`src/rtl/wpc_pkg.sv`:
```
package wpc_pkg;

  typedef enum logic [1:0] {
    K_MEM  = 2'b00,
    K_SETP = 2'b01,
    K_CLRP = 2'b10,
    K_PERM = 2'b11
  } cmd_kind_t;

  typedef enum logic [2:0] {
    TX_NONE,
    TX_WADDR,
    TX_WDATA,
    TX_PADDR,
    TX_PDATA,
    TX_READ,
    TX_DEAD
  } tx_state_t;

endpackage

```
`src/rtl/wpc_cycle_timer.sv`:
```
module wpc_cycle_timer #(
  parameter int CYCLES = 20000
) (
  input  logic clk,
  input  logic rst_n,
  input  logic start,
  output logic busy
);
  localparam int CNT_W = $clog2(CYCLES + 1);

  logic [CNT_W-1:0] cnt_q;

  always_ff @(posedge clk or negedge rst_n) begin
    if (!rst_n)
      cnt_q <= '0;
    else if (start)
      cnt_q <= CNT_W'(CYCLES);
    else if (cnt_q != '0)
      cnt_q <= cnt_q - 1'b1;
  end

  assign busy = (cnt_q != '0);


  busy_start_chk: assert property (@(posedge clk) disable iff (!rst_n)
    start |=> busy);


  cnt_bound_chk: assert property (@(posedge clk) disable iff (!rst_n)
    cnt_q <= CNT_W'(CYCLES));

endmodule

```
`src/rtl/wpc_page_buf.sv`:
```
module wpc_page_buf #(
  parameter int PAGE_BYTES = 16,
  parameter int DATA_W     = 8
) (
  input  logic                         clk,
  input  logic                         rst_n,
  input  logic                         clr,
  input  logic                         we,
  input  logic [$clog2(PAGE_BYTES)-1:0] col,
  input  logic [DATA_W-1:0]            din,
  output logic [PAGE_BYTES-1:0]        mask,
  output logic [PAGE_BYTES*DATA_W-1:0] data_flat
);
  localparam int COL_W = $clog2(PAGE_BYTES);

  logic [DATA_W-1:0] lane_q [PAGE_BYTES];
  logic [PAGE_BYTES-1:0] mask_q;

  always_ff @(posedge clk or negedge rst_n) begin
    if (!rst_n) begin
      mask_q <= '0;
      for (int i = 0; i < PAGE_BYTES; i++) lane_q[i] <= '0;
    end else if (clr) begin
      mask_q <= '0;
    end else if (we) begin
      for (int i = 0; i < PAGE_BYTES; i++) begin
        if (col == COL_W'(i)) begin
          mask_q[i] <= 1'b1;
          lane_q[i] <= din;
        end
      end
    end
  end

  for (genvar g = 0; g < PAGE_BYTES; g++) begin : g_flat
    assign data_flat[g*DATA_W +: DATA_W] = lane_q[g];
  end

  assign mask = mask_q;


  lane_fill_chk: assert property (@(posedge clk) disable iff (!rst_n)
    (we && !clr) |=> (mask != '0));

endmodule

```
`src/rtl/wpc_array.sv`:
```
module wpc_array #(
  parameter int ADDR_W     = 8,
  parameter int DATA_W     = 8,
  parameter int PAGE_BYTES = 16
) (
  input  logic                              clk,
  input  logic                              rst_n,
  input  logic                              commit,
  input  logic [ADDR_W-$clog2(PAGE_BYTES)-1:0] page,
  input  logic [PAGE_BYTES-1:0]             mask,
  input  logic [PAGE_BYTES*DATA_W-1:0]      data_flat,
  input  logic [ADDR_W-1:0]                 rd_addr,
  output logic [DATA_W-1:0]                 rd_data
);
  localparam int COL_W = $clog2(PAGE_BYTES);
  localparam int DEPTH = 1 << ADDR_W;

  logic [DATA_W-1:0] mem_q [DEPTH];

  always_ff @(posedge clk or negedge rst_n) begin
    if (!rst_n) begin
      for (int i = 0; i < DEPTH; i++) mem_q[i] <= '1;
    end else if (commit) begin
      for (int c = 0; c < PAGE_BYTES; c++) begin
        if (mask[c]) mem_q[{page, COL_W'(c)}] <= data_flat[c*DATA_W +: DATA_W];
      end
    end
  end

  assign rd_data = mem_q[rd_addr];

endmodule

```
`src/rtl/wpc_eeprom_ctrl.sv`:
```
module wpc_eeprom_ctrl
  import wpc_pkg::*;
#(
  parameter int ADDR_W       = 8,
  parameter int DATA_W       = 8,
  parameter int PAGE_BYTES   = 16,
  parameter int WRITE_CYCLES = 20000
) (
  input  logic              clk,
  input  logic              rst_n,
  input  logic              sel_valid,
  input  logic [1:0]        sel_kind,
  input  logic              sel_rd,
  input  logic              wr_valid,
  input  logic [DATA_W-1:0] wr_byte,
  input  logic              rd_req,
  input  logic              stop,
  output logic              rsp_valid,
  output logic              rsp_ack,
  output logic              rd_valid,
  output logic [DATA_W-1:0] rd_data,
  output logic              busy
);
  localparam int COL_W  = $clog2(PAGE_BYTES);
  localparam int PAGE_W = ADDR_W - COL_W;

  tx_state_t         tx_q;
  cmd_kind_t         pkind_q;
  logic [ADDR_W-1:0] addr_q;
  logic              soft_q, perm_q, pend_q;
  logic [DATA_W-1:0] arr_rd;
  logic [PAGE_BYTES-1:0]        buf_mask;
  logic [PAGE_BYTES*DATA_W-1:0] buf_data;

  logic go_stop, go_sel, go_wr, go_rd;
  logic prot_on, lower_hit, prot_ok, buf_we, buf_clr, commit, start;
  cmd_kind_t sel_k;

  assign sel_k   = cmd_kind_t'(sel_kind);
  assign go_stop = stop;
  assign go_sel  = sel_valid && !stop;
  assign go_wr   = wr_valid && !stop && !sel_valid;
  assign go_rd   = rd_req && !stop && !sel_valid && !wr_valid;

  assign prot_on   = soft_q | perm_q;
  assign lower_hit = ~addr_q[ADDR_W-1];

  always_comb begin
    case (pkind_q)
      K_SETP:  prot_ok = !prot_on;
      K_CLRP:  prot_ok = !perm_q;
      K_PERM:  prot_ok = !perm_q;
      default: prot_ok = 1'b0;
    endcase
  end

  assign buf_we  = go_wr && (tx_q == TX_WDATA) && !(lower_hit && prot_on);
  assign buf_clr = go_stop || go_sel;
  assign commit  = go_stop && (buf_mask != '0);
  assign start   = go_stop && ((buf_mask != '0) || pend_q);

  always_ff @(posedge clk or negedge rst_n) begin
    if (!rst_n) begin
      tx_q      <= TX_NONE;
      pkind_q   <= K_MEM;
      addr_q    <= '0;
      soft_q    <= 1'b0;
      perm_q    <= 1'b0;
      pend_q    <= 1'b0;
      rsp_valid <= 1'b0;
      rsp_ack   <= 1'b0;
      rd_valid  <= 1'b0;
      rd_data   <= '0;
    end else begin
      rsp_valid <= 1'b0;
      rd_valid  <= 1'b0;
      if (go_stop) begin
        tx_q   <= TX_NONE;
        pend_q <= 1'b0;
        if (pend_q) begin
          case (pkind_q)
            K_SETP:  soft_q <= 1'b1;
            K_CLRP:  soft_q <= 1'b0;
            K_PERM:  perm_q <= 1'b1;
            default: ;
          endcase
        end
      end else if (go_sel) begin
        rsp_valid <= 1'b1;
        pend_q    <= 1'b0;
        if (busy) begin
          rsp_ack <= 1'b0;
          tx_q    <= TX_NONE;
        end else if (sel_rd) begin
          case (sel_k)
            K_MEM: begin
              rsp_ack <= 1'b1;
              tx_q    <= TX_READ;
            end
            K_PERM: begin
              rsp_ack <= !perm_q;
              tx_q    <= TX_NONE;
            end
            default: begin
              rsp_ack <= !soft_q;
              tx_q    <= TX_NONE;
            end
          endcase
        end else begin
          rsp_ack <= 1'b1;
          pkind_q <= sel_k;
          tx_q    <= (sel_k == K_MEM) ? TX_WADDR : TX_PADDR;
        end
      end else if (go_wr) begin
        rsp_valid <= 1'b1;
        case (tx_q)
          TX_WADDR: begin
            rsp_ack <= 1'b1;
            addr_q  <= wr_byte;
            tx_q    <= TX_WDATA;
          end
          TX_WDATA: begin
            if (lower_hit && prot_on) begin
              rsp_ack <= 1'b0;
              tx_q    <= TX_DEAD;
            end else begin
              rsp_ack <= 1'b1;
              addr_q  <= {addr_q[ADDR_W-1:COL_W], addr_q[COL_W-1:0] + 1'b1};
            end
          end
          TX_PADDR: begin
            rsp_ack <= 1'b1;
            tx_q    <= TX_PDATA;
          end
          TX_PDATA: begin
            rsp_ack <= prot_ok;
            pend_q  <= prot_ok;
            tx_q    <= TX_DEAD;
          end
          default: rsp_ack <= 1'b0;
        endcase
      end else if (go_rd && tx_q == TX_READ) begin
        rd_valid <= 1'b1;
        rd_data  <= arr_rd;
        addr_q   <= addr_q + 1'b1;
      end
    end
  end

  wpc_page_buf #(.PAGE_BYTES(PAGE_BYTES), .DATA_W(DATA_W)) u_buf (
    .clk(clk), .rst_n(rst_n), .clr(buf_clr), .we(buf_we),
    .col(addr_q[COL_W-1:0]), .din(wr_byte),
    .mask(buf_mask), .data_flat(buf_data)
  );

  wpc_array #(.ADDR_W(ADDR_W), .DATA_W(DATA_W), .PAGE_BYTES(PAGE_BYTES)) u_arr (
    .clk(clk), .rst_n(rst_n), .commit(commit),
    .page(addr_q[ADDR_W-1:COL_W]), .mask(buf_mask), .data_flat(buf_data),
    .rd_addr(addr_q), .rd_data(arr_rd)
  );

  wpc_cycle_timer #(.CYCLES(WRITE_CYCLES)) u_tmr (
    .clk(clk), .rst_n(rst_n), .start(start), .busy(busy)
  );


  busy_nack_chk: assert property (@(posedge clk) disable iff (!rst_n)
    (sel_valid && !stop && busy) |=> (rsp_valid && !rsp_ack));


  perm_sticky_chk: assert property (@(posedge clk) disable iff (!rst_n)
    perm_q |=> perm_q);


  lower_guard_chk: assert property (@(posedge clk) disable iff (!rst_n)
    (commit && !addr_q[ADDR_W-1]) |-> !prot_on);


  rd_resp_chk: assert property (@(posedge clk) disable iff (!rst_n)
    rd_valid |-> $past(rd_req));


  rsp_resp_chk: assert property (@(posedge clk) disable iff (!rst_n)
    rsp_valid |-> ($past(sel_valid) || $past(wr_valid)));

endmodule

```
`config.mk`:
```
export PLATFORM = sky130hd
export DESIGN_NAME = wpc_eeprom_ctrl
export DESIGN_NICKNAME = d
export VERILOG_FILES = /design/src/rtl/wpc_pkg.sv /design/src/rtl/wpc_cycle_timer.sv /design/src/rtl/wpc_page_buf.sv /design/src/rtl/wpc_array.sv /design/src/rtl/wpc_eeprom_ctrl.sv
export SDC_FILE = /design/constraint.sdc
export NUM_CORES = 2
export LEC_CHECK = 0
export ABC_CLOCK_PERIOD_IN_PS = 8400
export BUFFER_PORTS_ARGS = -buffer_cell sky130_fd_sc_hd__buf_2
export CAP_MARGIN = 0
export CORE_ASPECT_RATIO = 1.4
export CORE_MARGIN = 1
export CORE_UTILIZATION = 45
export DETAILED_ROUTE_END_ITERATION = 10
export MAX_ROUTING_LAYER = met4
export PLACE_DENSITY = 0.57
export SETUP_SLACK_MARGIN = 0.2
export SLEW_MARGIN = 10
export SYNTH_ARGS = -nofsm -noshare
export SYNTH_HDL_FRONTEND = slang
export SYNTH_SLANG_ARGS = --single-unit
```
`constraint.sdc`:
```
create_clock -name clk -period 8.4 [get_ports clk]
set_input_delay 0.42 -clock clk [delete_from_list [all_inputs] [get_ports clk]]
set_output_delay 0.42 -clock clk [all_outputs]
set_load 0.01 [all_outputs]
```
==> results.md <==
- Sum of net half-perimeters after detailed placement: 247 mm
- Drt first pass iters: 5
- Count of buffers from port buffering: 28
- Commonest cells after routing, fill and taps aside: 2,168 x sky130_fd_sc_hd__mux2_2, 2,048 x sky130_fd_sc_hd__dfstp_2, 475 x sky130_fd_sc_hd__mux4_2
- Die width: 406 um
- Average wire length per cell after detail routing: 40.0 um
- CP max FO: 78
- Clock Path Buffers: 4
- Maximum Capacitance Violations: 0
- Mux contribution to synthesized area: 35.9%
- Number of synthesized register bits: 2,234
- Post-synthesis compound-gate area fraction: 2.65%
- Fmax: 0.208 GHz
- Number of antenna violations at the first check in global routing: 61
- # DRC: 0
- Filler instances: 19,300
- Routed wire length: 391 mm
- Area added between synthesis and finish: 11.2%
- Number of vias per cell: 6.44
- Clock insertion delay at the later pin of the skew report: 0.93 ns
- Simple-gate portion of the synthesized area: 2.70%
- CTS buffer count: 225
- RSZ-0062 raised after global routing: false
- Critical Path AT: 5.65 ns
- Gates resized, CTS repair: 0
- Area share of fa/ha/maj cells after synthesis: 0.134%
- Most used cell, CP: sky130_fd_sc_hd__buf_4
- Final standard cell count with taps included and fillers excluded: 9,777
- Worst endpoint required time: 9.24 ns
- Share of flip-flops with an asynchronous set or reset after synthesis: 100%
- EDFF count, synth: 0
- Synthesis Warnings: 0
- Max-slew violation total from the final report: 0
- Headroom to the max-slew limit: 9.73%
- CTS tree: built
- Final Hold Fails: 0
- Crit path cell chain: buf_12, inv_2, buf_4, buf_4, nand2_1, o22ai_1, a211oi_1, nand3_1, a2111o_1, a21oi_1
- Worst clock skew on the final layout: 0.0455 ns
- Sink count of the clock tree: 2,234
- Global placement routability congestion: 0.934
- Met1 wire length: 151 mm
- Most common cell after layout, fill and taps aside: sky130_fd_sc_hd__mux2_2
- Number of H-tree levels: 4
- Area of the die: 231,000 um^2
- Maximum number of pins on one net before global-route repair: 190
- Top-level port count: 29
- Vias in the first global route: 64,700
- Global-route wire length before repair: 539 mm
- Dominant register cell in the synthesized netlist: sky130_fd_sc_hd__dfstp_2
- Highest-delay cell along the critical path: sky130_fd_sc_hd__dfrtp_4
- Peak VDD IR: 0.195 mV
- Capturing element type of the critical path: register
- Buffering stage count on the worst path with inverters included: 4
- Layout cell share with drive strength beyond 1: 80.6%
- Setup TNS after final layout: 0 ns
- Post-cts hold buffer count: 12
- Clock slew seen by the registers of the worst setup and hold paths: 0.07 ns
- Netlist area before placement: 103,000 um^2
- Setup-violating endpoint count in the final report: 0
- Power per standard cell area: 228 nW/um^2
- Initial cell density of the core: 45.3%
- Number of post-CTS setup repair buffers: 0
- Uppermost layer routed: met4
- Cell class contributing the biggest share of worst-path delay: buffers and inverters
- Vertical die dimension: 568 um
- Amount of wire on met2 after detailed routing: 188 mm
- Inst Count DP: 9,330
- Detailed-route via count: 63,000
- Gr usage total: 34.9%
- Cell at the root of the clock tree: sky130_fd_sc_hd__clkbuf_16
- Critical path's largest stage delay: 0.80 ns
- Slew at the pin with the worst max-slew slack: 1.35 ns
- Number of nets in the layout: 6,567
- Mean Syn Cell Area: 15.9 um^2
- Synthesized netlist cell count: 6,472
- Met3 WL: 25.1 mm
- Sequential fraction of the synthesis area: 56.8%
- Sum of overflow across all layers after global routing: 0
- Starting DRT DRC Count: 6,002
- Result of the run: finished clean
- Xor and xnor area share after synthesis: 0.0850%
- Core area: 227,000 um^2
- Post-Synthesis Net Count: 6,500
- Kind of start point of the critical path: register
- Hold Crit Class: in2reg
- Count of unique library cells instantiated by Yosys: 67
- WS Path Type: reg2reg
- Lkg Pwr: 46.5 nW
- ANT nets after route: 0
- Standard-cell rows: 207
- Clock period minus final worst setup slack: 4.82 ns
- Final period util: 57.3%
- Dominant combinational cell family by area after synthesis: multiplexers
-- final cells by class --
class	count	area [um^2]	area share (%)
inverter	10	40.0	0.0349
clock inverter	50	549	0.479
tap	3030	3790	3.31
sequential	2234	58500	51.1
clock buffer	358	6910	6.03
multi-input combinational	3835	42700	37.3
antenna	27	67.6	0.0590
timing repair buffer	233	1940	1.69
-- flip-flops by register name, indices dropped and copies added (netlist names), 2 cells and up --
signal / flops
addr_q: 8
pkind_q: 2
rd_data: 8
tx_q: 3
u_arr.mem_q: 2048
u_buf.data_flat: 128
u_buf.mask: 16
u_tmr.cnt_q: 15
-- where the power goes --
group	total, W	internal (W)	switching (W)
registers	0.0115	0.0109	0.000553
clock network	0.0104	0.00594	0.00443
logic	0.00430	0.00128	0.00302
total	0.0261	0.0181	0.00800
-- stage by stage --
| stage | hold WS (ns) | utilization, % | setup WS [ns] | total power (W) | area, um^2 |
|---|---|---|---|---|---|
| after floorplan | 0.124 | - | 5.67 | 0.0137 | 103000 |
| after global placement | 0.490 | 47.0 | 1.59 | 0.0159 | 107000 |
| after detailed placement | 0.497 | 47.0 | 3.74 | 0.0159 | 107000 |
| after CTS | 0.00569 | 50.3 | 3.70 | 0.0262 | 114000 |
| after global routing | 0.0697 | 50.4 | 3.53 | 0.0268 | 115000 |
| final | 0.0431 | 50.4 | 3.58 | 0.0261 | 115000 |
-- layer usage --
metal / vias to the layer above / GRT usage (%)
met2: 2668 / 54.3
met3: 890 / 6.01
met5: - / -
met1: 35000 / 42.8
met4: 0 / 20.3
li1: 24400 / -
-- cells in the mapped netlist (all sizes together), types with 8 or more instances --
master     n  area, um^2
mux2    2184       24600
o22ai     18         113
ha        11         138
a21o      18         135
nor3      23         161
a211oi    27         203
nand3     12        60.1
a22o      11        96.3
nor2      82         340
clkbuf   225         850
a21oi     51         255
inv        9        33.8
a221oi    15         138
nor2b     15        93.8
buf      168         992
mux2i    164        1640
a22oi     63         473
xnor2      8        70.1
dfrtp    186        4650
mux4     475       10700
nor4       9        56.3
nand2    416        1740
dfstp   2048       53800
a32oi     47         412
o211ai    14         105
nand2b    11        68.8
o21ai     45         225
a31oi     37         231
-- cell families after synthesis --
| family | count (synthesis) |
|---|---|
| AOI/OAI and AO/OA | 385 |
| xor gates and xnor gates | 10 |
| adders and majority gates | 11 |
| DFF | 2234 |
| and+or+nand+nor | 606 |
| buffers and inverters | 403 |
| muxes | 2823 |
-- path summary, 6_finish.rpt --
kind / start / end / slack (ns) / depth (start not counted)
worst min-delay path: wr_valid / rsp_ack$_DFFE_PN0P_ / 0.04 / 4
worst max-delay path: addr_q[0]$_DFFE_PN0P_ / rd_data[5]$_DFFE_PN0P_ / 3.58 / 10
worst max register to register: addr_q[0]$_DFFE_PN0P_ / rd_data[5]$_DFFE_PN0P_ / 3.58 / 10
min in group asynchronous: rst_n / u_arr.mem_q[182]$_DFFE_PN1P_ / 0.48 / 2
max in group asynchronous: rst_n / u_buf.data_flat[124]$_DFFE_PN0P_ / 5.77 / 4
worst min register to register: u_buf.data_flat[73]$_DFFE_PN0P_ / u_buf.data_flat[73]$_DFFE_PN0P_ / 0.51 / 1
-- worst register-to-register path, stage by stage, from the launching register on --
cell	delay (ns)
sky130_fd_sc_hd__dfrtp_4	0.80
sky130_fd_sc_hd__buf_12	0.55
sky130_fd_sc_hd__inv_2	0.64
sky130_fd_sc_hd__buf_4	0.43
sky130_fd_sc_hd__buf_4	0.29
sky130_fd_sc_hd__nand2_1	0.18
sky130_fd_sc_hd__o22ai_1	0.22
sky130_fd_sc_hd__a211oi_1	0.48
sky130_fd_sc_hd__nand3_1	0.28
sky130_fd_sc_hd__a2111o_1	0.64
sky130_fd_sc_hd__a21oi_1	0.22
No activity file was read; power rests on OpenSTA's default activity.
